<file path="config.mk">
export PLATFORM = sky130hd
export DESIGN_NAME = psfb_pwm_core
export DESIGN_NICKNAME = d
export VERILOG_FILES = /design/src/rtl/psfb_pkg.sv /design/src/rtl/psfb_timebase.sv /design/src/rtl/psfb_phase_gen.sv /design/src/rtl/psfb_deadband.sv /design/src/rtl/psfb_pwm_core.sv
export SDC_FILE = /design/constraint.sdc
export NUM_CORES = 1
export LEC_CHECK = 0
export BUFFER_PORTS_ARGS = -buffer_cell sky130_fd_sc_hd__buf_2
export CORE_MARGIN = 2
export CORE_UTILIZATION = 55
export CTS_BUF_LIST = sky130_fd_sc_hd__clkbuf_4
export CTS_CLUSTER_DIAMETER = 80
export DETAILED_ROUTE_END_ITERATION = 10
export PLACE_DENSITY = 0.73
export SYNTH_ARGS = -nofsm -noshare
export SYNTH_HDL_FRONTEND = slang
export SYNTH_HIERARCHICAL = 1
export SYNTH_SLANG_ARGS = --single-unit
export TNS_END_PERCENT = 20
</file>
<file path="constraint.sdc">
create_clock -name clk -period 11.4 [get_ports clk]
set_input_delay 1.14 -clock clk [delete_from_list [all_inputs] [get_ports clk]]
set_output_delay 1.14 -clock clk [all_outputs]
set_load 0.01 [all_outputs]
</file>
<file path="src/rtl/psfb_pkg.sv">
package psfb_pkg;

    // Leg indices used by the top-level generate loop.
    typedef enum logic {
        LEG_AB = 1'b0,
        LEG_CD = 1'b1
    } leg_e;

    localparam int unsigned LEG_COUNT = 2;

    // Smallest period the timebase will run with.
    localparam int unsigned MIN_PERIOD = 2;

endpackage

</file>
<file path="src/rtl/psfb_timebase.sv">
module psfb_timebase #(
    parameter int unsigned CNT_W = 8
) (
    input  logic             clk,
    input  logic             rst_n,
    input  logic [CNT_W-1:0] period_i,
    input  logic [CNT_W-1:0] phase_i,
    input  logic             ext_sync_i,
    output logic [CNT_W-1:0] cnt_o,
    output logic             half_o,
    output logic [CNT_W-1:0] shift_o,
    output logic [CNT_W-1:0] per_o,
    output logic             sync_o
);
    import psfb_pkg::*;

    localparam logic [CNT_W-1:0] PER_FLOOR = CNT_W'(MIN_PERIOD);
    localparam logic [CNT_W-1:0] ONE       = CNT_W'(1);

    typedef struct packed {
        logic [CNT_W-1:0] cnt;
        logic             half;
        logic [CNT_W-1:0] shift;
        logic             ext_prev;
    } tb_state_t;

    tb_state_t        st_d, st_q;
    logic [CNT_W-1:0] per_eff;
    logic [CNT_W-1:0] phase_sat;
    logic             ext_rise;
    logic             wrap;

    assign per_eff   = (period_i < PER_FLOOR) ? PER_FLOOR : period_i;
    assign phase_sat = (phase_i > per_eff) ? per_eff : phase_i;

    always_comb begin
        st_d          = st_q;
        ext_rise      = ext_sync_i & ~st_q.ext_prev;
        wrap          = (st_q.cnt >= (per_eff - ONE)) | ext_rise;
        st_d.ext_prev = ext_sync_i;
        if (wrap) begin
            st_d.cnt   = '0;
            st_d.half  = ~st_q.half;
            st_d.shift = phase_sat;
        end else begin
            st_d.cnt   = st_q.cnt + ONE;
        end
    end

    always_ff @(posedge clk) begin
        if (!rst_n) begin
            st_q <= '0;
        end else begin
            st_q <= st_d;
        end
    end

    assign cnt_o   = st_q.cnt;
    assign half_o  = st_q.half;
    assign shift_o = st_q.shift;
    assign per_o   = per_eff;
    assign sync_o  = (st_q.cnt == '0);

    AST_WRAP_AT_END: assert property (@(posedge clk) disable iff (!rst_n)
        (st_q.cnt >= (per_eff - ONE)) |=> (st_q.cnt == '0));
    AST_HALF_FLIP_AT_START: assert property (@(posedge clk) disable iff (!rst_n)
        !$stable(st_q.half) |-> sync_o);
    AST_SHIFT_HELD_MIDCYCLE: assert property (@(posedge clk) disable iff (!rst_n)
        !sync_o |-> $stable(st_q.shift));
    AST_EXT_RESTART: assert property (@(posedge clk) disable iff (!rst_n)
        $rose(ext_sync_i) |=> sync_o);

endmodule

</file>
<file path="src/rtl/psfb_phase_gen.sv">
module psfb_phase_gen #(
    parameter int unsigned CNT_W = 8
) (
    input  logic             clk,
    input  logic             rst_n,
    input  logic [CNT_W-1:0] cnt_i,
    input  logic             half_i,
    input  logic [CNT_W-1:0] shift_i,
    input  logic [CNT_W-1:0] per_i,
    output logic             raw_ab_o,
    output logic             raw_cd_o
);
    localparam int unsigned POS_W = CNT_W + 1;

    logic [POS_W-1:0] pos;
    logic [POS_W-1:0] two_per;
    logic [POS_W-1:0] shift_x;
    logic [POS_W-1:0] per_x;
    logic [POS_W-1:0] lagged;

    // Position inside the two-period frame; the lagged leg sees it minus the shift.
    always_comb begin
        per_x   = {1'b0, per_i};
        shift_x = {1'b0, shift_i};
        two_per = {per_i, 1'b0};
        pos     = {1'b0, cnt_i} + (half_i ? per_x : '0);
        if (pos >= shift_x) begin
            lagged = pos - shift_x;
        end else begin
            lagged = pos + two_per - shift_x;
        end
    end

    assign raw_ab_o = ~half_i;
    assign raw_cd_o = (lagged < per_x);

    AST_ZERO_SHIFT_INPHASE: assert property (@(posedge clk) disable iff (!rst_n)
        (shift_i == '0) |-> (raw_cd_o == raw_ab_o));
    AST_FULL_SHIFT_ANTIPHASE: assert property (@(posedge clk) disable iff (!rst_n)
        (shift_i == per_i) |-> (raw_cd_o != raw_ab_o));

endmodule

</file>
<file path="src/rtl/psfb_deadband.sv">
module psfb_deadband #(
    parameter int unsigned CNT_W = 8
) (
    input  logic             clk,
    input  logic             rst_n,
    input  logic             raw_i,
    input  logic [CNT_W-1:0] dt_i,
    input  logic             en_i,
    output logic             hi_o,
    output logic             lo_o
);
    localparam logic [CNT_W-1:0] ONE = CNT_W'(1);

    typedef struct packed {
        logic             prev;
        logic [CNT_W-1:0] run;
    } db_state_t;

    db_state_t        st_d, st_q;
    logic [CNT_W-1:0] age;
    logic             settled;

    always_comb begin
        st_d      = st_q;
        age       = (raw_i != st_q.prev) ? '0 : st_q.run;
        settled   = (age >= dt_i);
        st_d.prev = raw_i;
        st_d.run  = settled ? age : age + ONE;
    end

    always_ff @(posedge clk) begin
        if (!rst_n) begin
            st_q <= '0;
        end else begin
            st_q <= st_d;
        end
    end

    assign hi_o = en_i &  raw_i & settled;
    assign lo_o = en_i & ~raw_i & settled;

    AST_LEG_EXCLUSIVE: assert property (@(posedge clk) disable iff (!rst_n)
        !(hi_o && lo_o));
    AST_GAP_AFTER_HI: assert property (@(posedge clk) disable iff (!rst_n)
        ($fell(hi_o) && en_i && (dt_i != '0)) |-> !lo_o);
    AST_GAP_AFTER_LO: assert property (@(posedge clk) disable iff (!rst_n)
        ($fell(lo_o) && en_i && (dt_i != '0)) |-> !hi_o);

endmodule

</file>
<file path="src/rtl/psfb_pwm_core.sv">
module psfb_pwm_core #(
    parameter int unsigned CNT_W = 8
) (
    input  logic             clk,
    input  logic             rst_n,
    input  logic [CNT_W-1:0] period_i,
    input  logic [CNT_W-1:0] phase_i,
    input  logic [CNT_W-1:0] dead_ab_i,
    input  logic [CNT_W-1:0] dead_cd_i,
    input  logic             enable_i,
    input  logic             ext_sync_i,
    output logic             drv_a_o,
    output logic             drv_b_o,
    output logic             drv_c_o,
    output logic             drv_d_o,
    output logic             sync_o
);
    import psfb_pkg::*;

    localparam logic [CNT_W-1:0] ONE = CNT_W'(1);

    logic [CNT_W-1:0] cnt;
    logic             half;
    logic [CNT_W-1:0] shift;
    logic [CNT_W-1:0] per_eff;
    logic             raw_ab;
    logic             raw_cd;

    logic [CNT_W-1:0] dt_req [LEG_COUNT];
    logic [CNT_W-1:0] dt_eff [LEG_COUNT];
    logic             leg_raw[LEG_COUNT];
    logic             leg_hi [LEG_COUNT];
    logic             leg_lo [LEG_COUNT];

    psfb_timebase #(.CNT_W(CNT_W)) u_timebase (
        .clk        (clk),
        .rst_n      (rst_n),
        .period_i   (period_i),
        .phase_i    (phase_i),
        .ext_sync_i (ext_sync_i),
        .cnt_o      (cnt),
        .half_o     (half),
        .shift_o    (shift),
        .per_o      (per_eff),
        .sync_o     (sync_o)
    );

    psfb_phase_gen #(.CNT_W(CNT_W)) u_phase (
        .clk      (clk),
        .rst_n    (rst_n),
        .cnt_i    (cnt),
        .half_i   (half),
        .shift_i  (shift),
        .per_i    (per_eff),
        .raw_ab_o (raw_ab),
        .raw_cd_o (raw_cd)
    );

    assign dt_req[LEG_AB]  = dead_ab_i;
    assign dt_req[LEG_CD]  = dead_cd_i;
    assign leg_raw[LEG_AB] = raw_ab;
    assign leg_raw[LEG_CD] = raw_cd;

    for (genvar g = 0; g < LEG_COUNT; g++) begin : g_leg
        // Saturate so each side still gets at least one on-cycle per half.
        assign dt_eff[g] = (dt_req[g] >= per_eff) ? (per_eff - ONE) : dt_req[g];

        psfb_deadband #(.CNT_W(CNT_W)) u_dead (
            .clk   (clk),
            .rst_n (rst_n),
            .raw_i (leg_raw[g]),
            .dt_i  (dt_eff[g]),
            .en_i  (enable_i),
            .hi_o  (leg_hi[g]),
            .lo_o  (leg_lo[g])
        );
    end

    assign drv_a_o = leg_hi[LEG_AB];
    assign drv_b_o = leg_lo[LEG_AB];
    assign drv_c_o = leg_hi[LEG_CD];
    assign drv_d_o = leg_lo[LEG_CD];

    AST_DISABLE_ALL_LOW: assert property (@(posedge clk) disable iff (!rst_n)
        !enable_i |-> !(drv_a_o || drv_b_o || drv_c_o || drv_d_o));
    AST_SYNC_SINGLE: assert property (@(posedge clk) disable iff (!rst_n)
        (sync_o && !ext_sync_i) |=> !sync_o);

endmodule

</file>
---- After elaboration in Yosys (flattened, before gate mapping) ----
Cells that the tools add are included.
word-level totals
  flip-flop bits (word level) ............. 36
  output and inout port bits .............. 5
  logic and storage cells ................. 53
cells by class
  $add $sub $neg .......................... 8
  order comparisons ....................... 9
  eq/ne operators ......................... 2
  muxes and demuxes ....................... 10
  bitwise gates (word level) .............. 14
  reductions and logical operators ........ 2
operators by type and width
  cell                                                         number
  two-way mux 8 bit                                            9
  >= comparator 8 bit                                          5
  adder 8 x 1 -> 8 bit (second input constant)                 3
  subtractor 9 x 8 -> 9 bit                                    2
  adder 8 x 9 -> 9 bit                                         1
  adder 9 bit                                                  1
  AND 1 bit                                                    9
  >= comparator 9 x 8 -> 1 bit                                 1
  less-than comparator 9 x 8 -> 1 bit                          1
  two-way mux 9 bit                                            1
  greater-than comparator 8 bit                                1
  zero test 8 bit                                              1
  less-than comparator 8 x 2 -> 1 bit (second input constant)  1
  subtractor 8 x 1 -> 8 bit (second input constant)            1
  NOT 1 bit                                                    4
  inequality test 1 bit                                        2
  OR reduction 2 bit                                           1
  bitwise OR 1 bit                                             1

---- Longest topological paths before layout ----
Gate-level depths: netlist (run 1).
  word-level depth ........................ 12
  gate-level depth with buffers ........... 36

---- Cells and area by module ----
The synthesis (run 1) kept the hierarchy.
modules (own cells, without submodules)
  module          times used  cells each  area each (um^2)
  psfb_phase_gen  1           192         1,467.7
  psfb_timebase   1           161         1,390.1
  psfb_deadband   2           86          686.9
  psfb_pwm_core   1           80          673.1

---- Worst setup path before layout (run 1) ----
No wires, ideal clock.
  kind .................................... input to output
  start ................................... input period_i[3]
  end ..................................... output drv_d_o
  arrival ................................. 7,793 ps
  data required time ...................... 10,260 ps
  slack ................................... 2,467 ps
  stages .................................. 33
  buffers on the path ..................... 2
  path through ............................ nor4_2 > nand2_1 > o21ai_0 > inv_1 > and2_1 > ha_1 > fa_1 > a211oi_2 > o21ai_0 > a21oi_1 > xnor2_1 > ha_1 > and2_1 > a221o_1 > nand2_1 > o311ai_1 > buf_2 > nor2_1 > a21oi_1 > ha_1 > a21oi_1 > a21boi_0 > o211ai_1 > a21oi_1 > a31oi_1 > xnor2_1 > clkbuf_1 > and2_1 > ha_1 > nand2_1 > nor3_1 > a21boi_2 > nor3b_1
on the way
  word-level cells in the longest chain between the ends .. 12
ends and longest elaborated chain
  element                                RTL line              RTL
  start: declaration                     psfb_pwm_core.sv:6    input logic [CNT_W-1:0] period_i,
  less-than comparator 8 x 2 -> 1 bit *  psfb_timebase.sv:33   assign per_eff = (period_i < PER_FLOOR) ? PER_FLOOR : period_i;
  two-way mux 8 bit *                    psfb_timebase.sv:33
  net per_eff[0]                         psfb_pwm_core.sv:25   logic [CNT_W-1:0] per_eff;
  two-way mux 8 bit                      psfb_phase_gen.sv:26  pos = {1'b0, cnt_i} + (half_i ? per_x : '0);
  adder 8 x 9 -> 9 bit                   psfb_phase_gen.sv:26
  adder 9 bit                            psfb_phase_gen.sv:30  lagged = pos + two_per - shift_x;
  subtractor 9 x 8 -> 9 bit              psfb_phase_gen.sv:30
  two-way mux 9 bit                      psfb_phase_gen.sv:27  if (pos >= shift_x) begin
  less-than comparator 9 x 8 -> 1 bit *  psfb_phase_gen.sv:35  assign raw_cd_o = (lagged < per_x);
  net raw_cd                             psfb_pwm_core.sv:27   logic raw_cd;
  inequality test 1 bit                  psfb_deadband.sv:25   age = (raw_i != st_q.prev) ? '0 : st_q.run;
  two-way mux 8 bit                      psfb_deadband.sv:25
  >= comparator 8 bit                    psfb_deadband.sv:26   settled = (age >= dt_i);
  AND 1 bit *                            psfb_deadband.sv:40   assign lo_o = en_i & ~raw_i & settled;
  end: declaration                       psfb_pwm_core.sv:15   output logic drv_d_o,
The timed path passes the listed nets; every way through them passes the cells marked *.

---- Worst setup path in the final report (run 1) ----
Same ends and word-level chain as after synthesis.

==> flow_metrics.py, run 1 <==
metrics = {
    "status": {
        "run_status": "finished clean",
    },
    "yosys": {
        "yosysTopAreaCell": "ha_1",
        "synth_top_cell_area_share": 0.204,
        "async_flop_share": 0,
        "yosysSeqAreaShare": 0.147,
        "synthFlopType": "dfxtp_1",
        "synth_nets": 731,
        "yosysWarnings": 6,
        "syn_avg_cell_area_um2": 8.11,
        "ys_ff_latch": 36,
        "synth_edf_count": 0,
        "synth_cell_types": 68,
        "syn_area_um2": 4900,
        "synthTopCellsByArea": "ha_1, dfxtp_1, inv_1",
        "synthCells": 605,
    },
    "setup_path": {
        "cp.required_ns": 10.26,
        "regToRegSetupSlack_ns": 3.96,
        "reg2reg_depth": 29,
        "path_class": "input port to output pin",
        "arrival_ns": 8.89,
        "slowest_stage": "xnor2_1",
        "critical_path.max_stage_delay_ns": 0.77,
        "cp-start-kind": "input port",
        "r2r-end": "g_leg[1].u_dead/st_q[6]",
        "r2r_start": "u_timebase/half_o",
        "crit_fanout": 14,
        "end_kind": "output pin",
    },
    "clock_tree": {
        "ctsResizeCount": 0,
        "clk_path_buf_depth": 2,
        "cts_buffers": 5,
        "clock_sinks": 36,
        "cts_tree": "yes",
        "cts_root_buffer": "clkbuf_4",
        "ctsHtreeMaxLevel": 2,
        "cts_setup_buffers": 0,
        "cts_hold_buf": 0,
        "clock_latency_ns": 0.34,
        "clk_pin_slew_ns": 0.10,
    },
    "layout": {
        "fillers": 827,
        "nNetsFinal": 751,
        "drive_gt1_frac": 0.125,
        "syn_to_final_growth_pct": 5.05,
        "final_util": 0.594,
    },
    "detailed_routing": {
        "vias": 4200,
        "drtIter0Drc": 176,
        "drc": 0,
        "dr.pass1.iters": 4,
        "ant_nets": 0,
        "wirelength_um": 11200,
        "wl_per_cell_um": 15.2,
        "post_drt_via_cell_ratio": 5.71,
    },
    "sta": {
        "layout_setup_ws_ns": 1.37,
        "tns_ns": 0,
        "hold_ws_ns": 0.481,
        "period_needed_ns": 10.03,
        "clock_skew_ns": 0.0220,
        "hold_violations": 0,
        "setup_viol": 0,
        "grt_setup_unrepaired": "false",
        "max_slew.worst_pin.slew_ns": 0.925,
        "fin_crit_sh": 0.880,
        "fmax_mhz": 99.7,
        "max_slew_margin": 0.379,
        "slew_viol_final": 0,
    },
    "placed_design": {
        "gp_congestion": 0.923,
        "pre_cts_ws_ns": 1.41,
        "place_hpwl_um": 9270,
        "port_buffers": 40,
    },
    "min_path": {
        "hold_depth": 1,
        "holdPathEnd": "u_timebase/shift_o[3]",
        "worstHoldStart": "u_timebase/shift_o[3]",
        "hold_class": "flop to flop",
    },
    "die": {
        "fp.dieW_um": 98.4,
        "start_util": 0.565,
        "rows": 34,
        "die_h_um": 98.4,
        "core_area_um2": 8680,
        "die_area_um2": 9690,
        "ios": 41,
    },
    "global_routing": {
        "grt_overflow": 0,
        "grt_max_degree": 30,
        "grt_pass1_vias": 4088,
        "grt_usage": 0.238,
        "grt_pass1_wl_um": 19000,
        "antenna_found_initial": 1,
    },
    "run": {
        "maxCapViolCount": 0,
    },
    "power": {
        "vdd_drop_max_v": 0.0000578,
        "power_density_nw_per_um2": 110,
        "leakage_nw": 2.49,
    },
}
worst max-delay path: cells and delay by family:
kind | cells | cell delay (ns)
AND/OR/NAND/NOR | 10 | 2.24
adder cells (fa/ha/maj) | 5 | 1.40
XOR/XNOR | 2 | 0.95
buffers and inverters | 5 | 0.90
AO/OA/AOI/OAI | 13 | 2.25
synthesized netlist by cell type (9+ instances only):
| cell | number |
|---|---|
| a21oi_1 | 40 |
| a21o_1 | 10 |
| fa_1 | 10 |
| xnor2_1 | 28 |
| ha_1 | 80 |
| and2_1 | 18 |
| inv_1 | 72 |
| clkbuf_1 | 10 |
| mux2i_1 | 14 |
| xor2_1 | 14 |
| o21ai_0 | 20 |
| dfxtp_1 | 36 |
| nor2_1 | 39 |
| nor3_1 | 9 |
| buf_4 | 16 |
| mux2_2 | 12 |
| nand3_1 | 21 |
| nand2_1 | 39 |
| nand2b_1 | 12 |
| and3_1 | 9 |
power by group:
group	internal [W]	leakage, nW	switching (W)
clock	0.0000449	0.0403	0.0000476
sequential	0.000136	0.294	0.00000783
combinational	0.000139	2.16	0.000190
placed cells by master, fill, tap and decap left out, drive strengths merged, types with 3 or more instances in the layout:
cell type  netlist  routed
ha              80      80
inv             72      72
a21oi           42      42
buf             17      41
nand2           39      39
nor2            39      39
dfxtp           36      36
xnor2           28      28
o21ai           26      26
nand3           21      21
and2            18      18
xor2            14      14
mux2i           14      14
nand2b          12      12
mux2            12      12
a21o            10      10
fa              10      10
nor3            10      10
and3             9       9
a31oi            9       9
o2bb2ai          8       8
o21a             7       7
clkbuf          10       5
nor2b            5       5
nand3b           4       4
a211oi           4       4
or2              4       4
a21boi           4       4
nand4            3       3
clkinv           1       3
nor4             3       3
a2111oi          3       3
o211ai           3       3
metrics by stage:
step	power (W)	cells	area [µm²]
2_1_floorplan	0.000403	605	4900
3_3_place_gp	0.000462	726	5070
3_5_place_dp	0.000471	726	5070
4_1_cts	0.000564	734	5150
5_1_grt	0.000620	735	5150
6_report	0.000565	735	5150
layout make-up:
type                            instances  area, µm²  share of cell area
Clock buffer                            5       37.5             0.00729
Timing Repair Buffer                   41        208              0.0403
Multi-Input combinational cell        468       3740               0.725
Tap cell                              108        135              0.0262
Inverter                               73        274              0.0532
Antenna cell                            1       2.50            0.000486
Clock inverter                          3       37.5             0.00729
Sequential cell                        36        721               0.140
routing by layer:
metal / vias to the layer above / track usage / routed length [µm] / part of all wire
li1: 2142 / - / - / -
met1: 1950 / 0.331 / 5600 / 0.50
met2: 90 / 0.383 / 5010 / 0.45
met3: 18 / 0.0369 / 392 / 0.035
met4: 0 / 0.0748 / 206 / 0.018
met5: - / 0 / 0 / 0
cell families after synthesis:
logic type,after synthesis,share of synthesized area
AOI/OAI and AO/OA,133,0.199
xor gates and xnor gates,42,0.0750
adders and majority gates,90,0.245
buffers and inverters,101,0.0911
DFF,36,0.147
muxes,26,0.0561
and+or+nand+nor,177,0.187
how the worst max path moves through the flow:
| stage | from | to | slack (ns) | depth (start not counted) |
|---|---|---|---|---|
| 3_3_place_gp | period_i[3] | drv_c_o | 1.62 | 35 |
| 6_report | period_i[3] | drv_d_o | 1.37 | 35 |
| 3_5_place_dp | period_i[3] | drv_c_o | 1.41 | 35 |
| 4_1_cts | period_i[3] | drv_c_o | 1.38 | 35 |
| 2_1_floorplan | period_i[3] | drv_d_o | 2.47 | 33 |
| 5_1_grt | period_i[3] | drv_d_o | 0.52 | 35 |
sequential cells by signal, summed over array words and instances (netlist names):
signal              count
g_leg.u_dead/st_q      18
u_timebase/cnt_o        8
u_timebase/half_o       1
u_timebase/st_q         1
u_timebase/shift_o      8
Power figures use the tool's default switching activity.
==> run 2: changes to the inputs <==
--- a/config.mk
+++ b/config.mk
@@ -7,11 +7,11 @@
 export LEC_CHECK = 0
 export BUFFER_PORTS_ARGS = -buffer_cell sky130_fd_sc_hd__buf_2
 export CORE_MARGIN = 2
-export CORE_UTILIZATION = 55
+export CORE_UTILIZATION = 35
 export CTS_BUF_LIST = sky130_fd_sc_hd__clkbuf_4
 export CTS_CLUSTER_DIAMETER = 80
 export DETAILED_ROUTE_END_ITERATION = 10
-export PLACE_DENSITY = 0.73
+export PLACE_DENSITY = 0.5
 export SYNTH_ARGS = -nofsm -noshare
 export SYNTH_HDL_FRONTEND = slang
 export SYNTH_HIERARCHICAL = 1
==> run 2 against run 1 <==
Net effect:
- final cell count increased by 9.8%
- hold slack improved by 0.0046 ns
- clock power increased by 5.0%
- sequential share of layout area decreased by 0.25 points
- sequential cell count unchanged
- total power increased by 0.99%
- register-to-register slack got worse by 0.18 ns
- routed wire length increased by 10%
- via count decreased by 2.0%
==> flow_metrics.py, run 2 (synthesis gave the netlist of run 1 again) <==
metrics = {
    "power": {
        "intPower_w": 0.000321,
        "swShare": 0.438,
        "power_frac_clock": 0.170,
        "leakage_nw": 2.49,
        "fin_total_pwr_w": 0.000571,
        "combPwrFrac": 0.578,
        "vdd_drop_max_v": 0.0000383,
        "pwr-share-seq": 0.251,
        "p_sw_w": 0.000250,
        "power_density_nw_per_um2": 109,
    },
    "global_routing": {
        "grt_overflow": 0,
        "busiest_layer": "met2",
        "grt_pass1_wl_um": 20100,
        "grt_util_met2": 0.279,
        "use_met3": 0.0283,
        "use_met1": 0.238,
        "grt_max_degree": 30,
        "antenna_found_initial": 0,
        "grt_pass1_vias": 4080,
        "grt_usage": 0.173,
    },
    "sta": {
        "max_slew.worst_pin.slew_ns": 0.977,
        "period_needed_ns": 10.15,
        "slew_viol_final": 0,
        "max_slew_margin": 0.344,
        "fin_crit_sh": 0.891,
        "grt_setup_unrepaired": "false",
        "hold_violations": 0,
        "setup_viol": 0,
        "fmax_mhz": 98.5,
        "clock_skew_ns": 0.0183,
        "tns_ns": 0,
    },
    "setup_path": {
        "cp.required_ns": 10.26,
        "startpoint": "period_i[2]",
        "r2r-end": "g_leg[1].u_dead/st_q[6]",
        "arrival_ns": 9.01,
        "regToRegSetupSlack_ns": 3.78,
        "critical_path.max_stage_delay_ns": 0.81,
        "path_class": "input port to output pin",
        "reg2reg_depth": 30,
        "cp-start-kind": "input port",
        "crit_fanout": 14,
        "end_kind": "output pin",
        "crit_path_end": "drv_c_o",
        "slowest_stage": "xnor2_1",
        "r2r_start": "u_timebase/half_o",
    },
    "layout": {
        "nNetsFinal": 751,
        "final_common_cell": "ha_1",
        "regMostFlops": "g_leg.u_dead/st_q",
        "syn_to_final_growth_pct": 6.99,
        "largest_reg_flops": 18,
        "final_cell_mix": "ha_1, inv_1, a21oi_1, buf_2",
        "fin_area_um2": 5250,
        "drive_gt1_frac": 0.128,
    },
    "clock_tree": {
        "cts_hold_buf": 0,
        "cts_buffers": 5,
        "clk_path_buf_depth": 2,
        "cts_tree": "yes",
        "ctsResizeCount": 0,
        "clk_pin_slew_ns": 0.12,
        "clock_latency_ns": 0.39,
        "cts_root_buffer": "clkbuf_4",
        "cts_setup_buffers": 0,
        "ctsHtreeMaxLevel": 2,
        "clock_sinks": 36,
    },
    "placed_design": {
        "place_hpwl_um": 10200,
        "placedInstanceArea_um2": 5160,
        "gp_congestion": 0.826,
        "port_buffers": 40,
    },
    "status": {
        "run_status": "finished clean",
    },
    "detailed_routing": {
        "wirelength_um": 12400,
        "vias": 4117,
        "drc": 0,
        "drtIter0Drc": 243,
        "dr.pass1.iters": 8,
        "ant_nets": 0,
        "wl_per_cell_um": 15.3,
        "post_drt_via_cell_ratio": 5.10,
    },
    "min_path": {
        "hold_class": "flop to flop",
    },
    "die": {
        "core_area_um2": 13800,
        "die_area_um2": 15000,
        "die_h_um": 122,
        "rows": 43,
        "start_util": 0.356,
        "fp.dieW_um": 122,
        "ios": 41,
    },
    "run": {
        "maxCapViolCount": 0,
    },
}
==> run 2: cell count changes in the layout (fill, tap and decap cells not counted) <==
| cell | before | now |
|---|---|---|
| clkinvlp_4 | 0 | 1 |
| clkinv_2 | 0 | 1 |
| clkinv_1 | 3 | 1 |
==> run 2: worst min path at each step <==
stage               slack (ns)                     to             startpoint  cells past startpoint
finish                    0.49  u_timebase/shift_o[2]  u_timebase/shift_o[2]                      1
global route              0.50  u_timebase/shift_o[2]  u_timebase/shift_o[2]                      1
CTS                       0.48  u_timebase/shift_o[3]  u_timebase/shift_o[3]                      1
detailed placement        0.45  u_timebase/shift_o[3]  u_timebase/shift_o[3]                      1
global placement          0.45  u_timebase/shift_o[3]  u_timebase/shift_o[3]                      1
floorplan                 0.43  u_timebase/shift_o[0]  u_timebase/shift_o[0]                      1
==> run 2: layout make-up <==
class / instances / area (µm²)
Antenna cell: 1 / 2.50
Clock buffer: 5 / 37.5
Clock inverter: 3 / 42.5
Fill cell: 1492 / 8530
Inverter: 73 / 274
Multi-Input combinational cell: 468 / 3740
Sequential cell: 36 / 721
Tap cell: 180 / 225
Timing Repair Buffer: 41 / 208
==> run 2: power by group through the flow <==
stage	Clock [W]	Sequential, W	Combinational (W)
floorplan	0	0.000143	0.000260
global placement	0	0.000146	0.000325
detailed placement	0	0.000146	0.000331
CTS	0.000104	0.000144	0.000332
global route	0.000107	0.000145	0.000377
finish	0.0000971	0.000144	0.000330
==> run 2: worst max-delay path: cells and delay by family <==
family          cells  cell delay (ns)
compound gates     13             2.27
xor+xnor            2             0.99
fa+ha+maj           5             1.40
buf+inv             5             0.89
simple gates       10             2.29
==> run 2: routing by layer <==
layer,share of wire,vias to the layer above
li1,-,2137
met1,0.51,1907
met2,0.44,61
met3,0.032,12
met4,0.013,0
met5,0,-
==> run 2: metrics by stage <==
step	utilization	hold WS, ns	instances	worst slack, ns
after floorplan	-	0.434	605	2.47
after global placement	0.375	0.448	798	1.47
final	0.381	0.486	807	1.25
after CTS	0.381	0.483	806	1.24
after detailed placement	0.375	0.452	798	1.23
after global routing	0.381	0.501	806	0.443
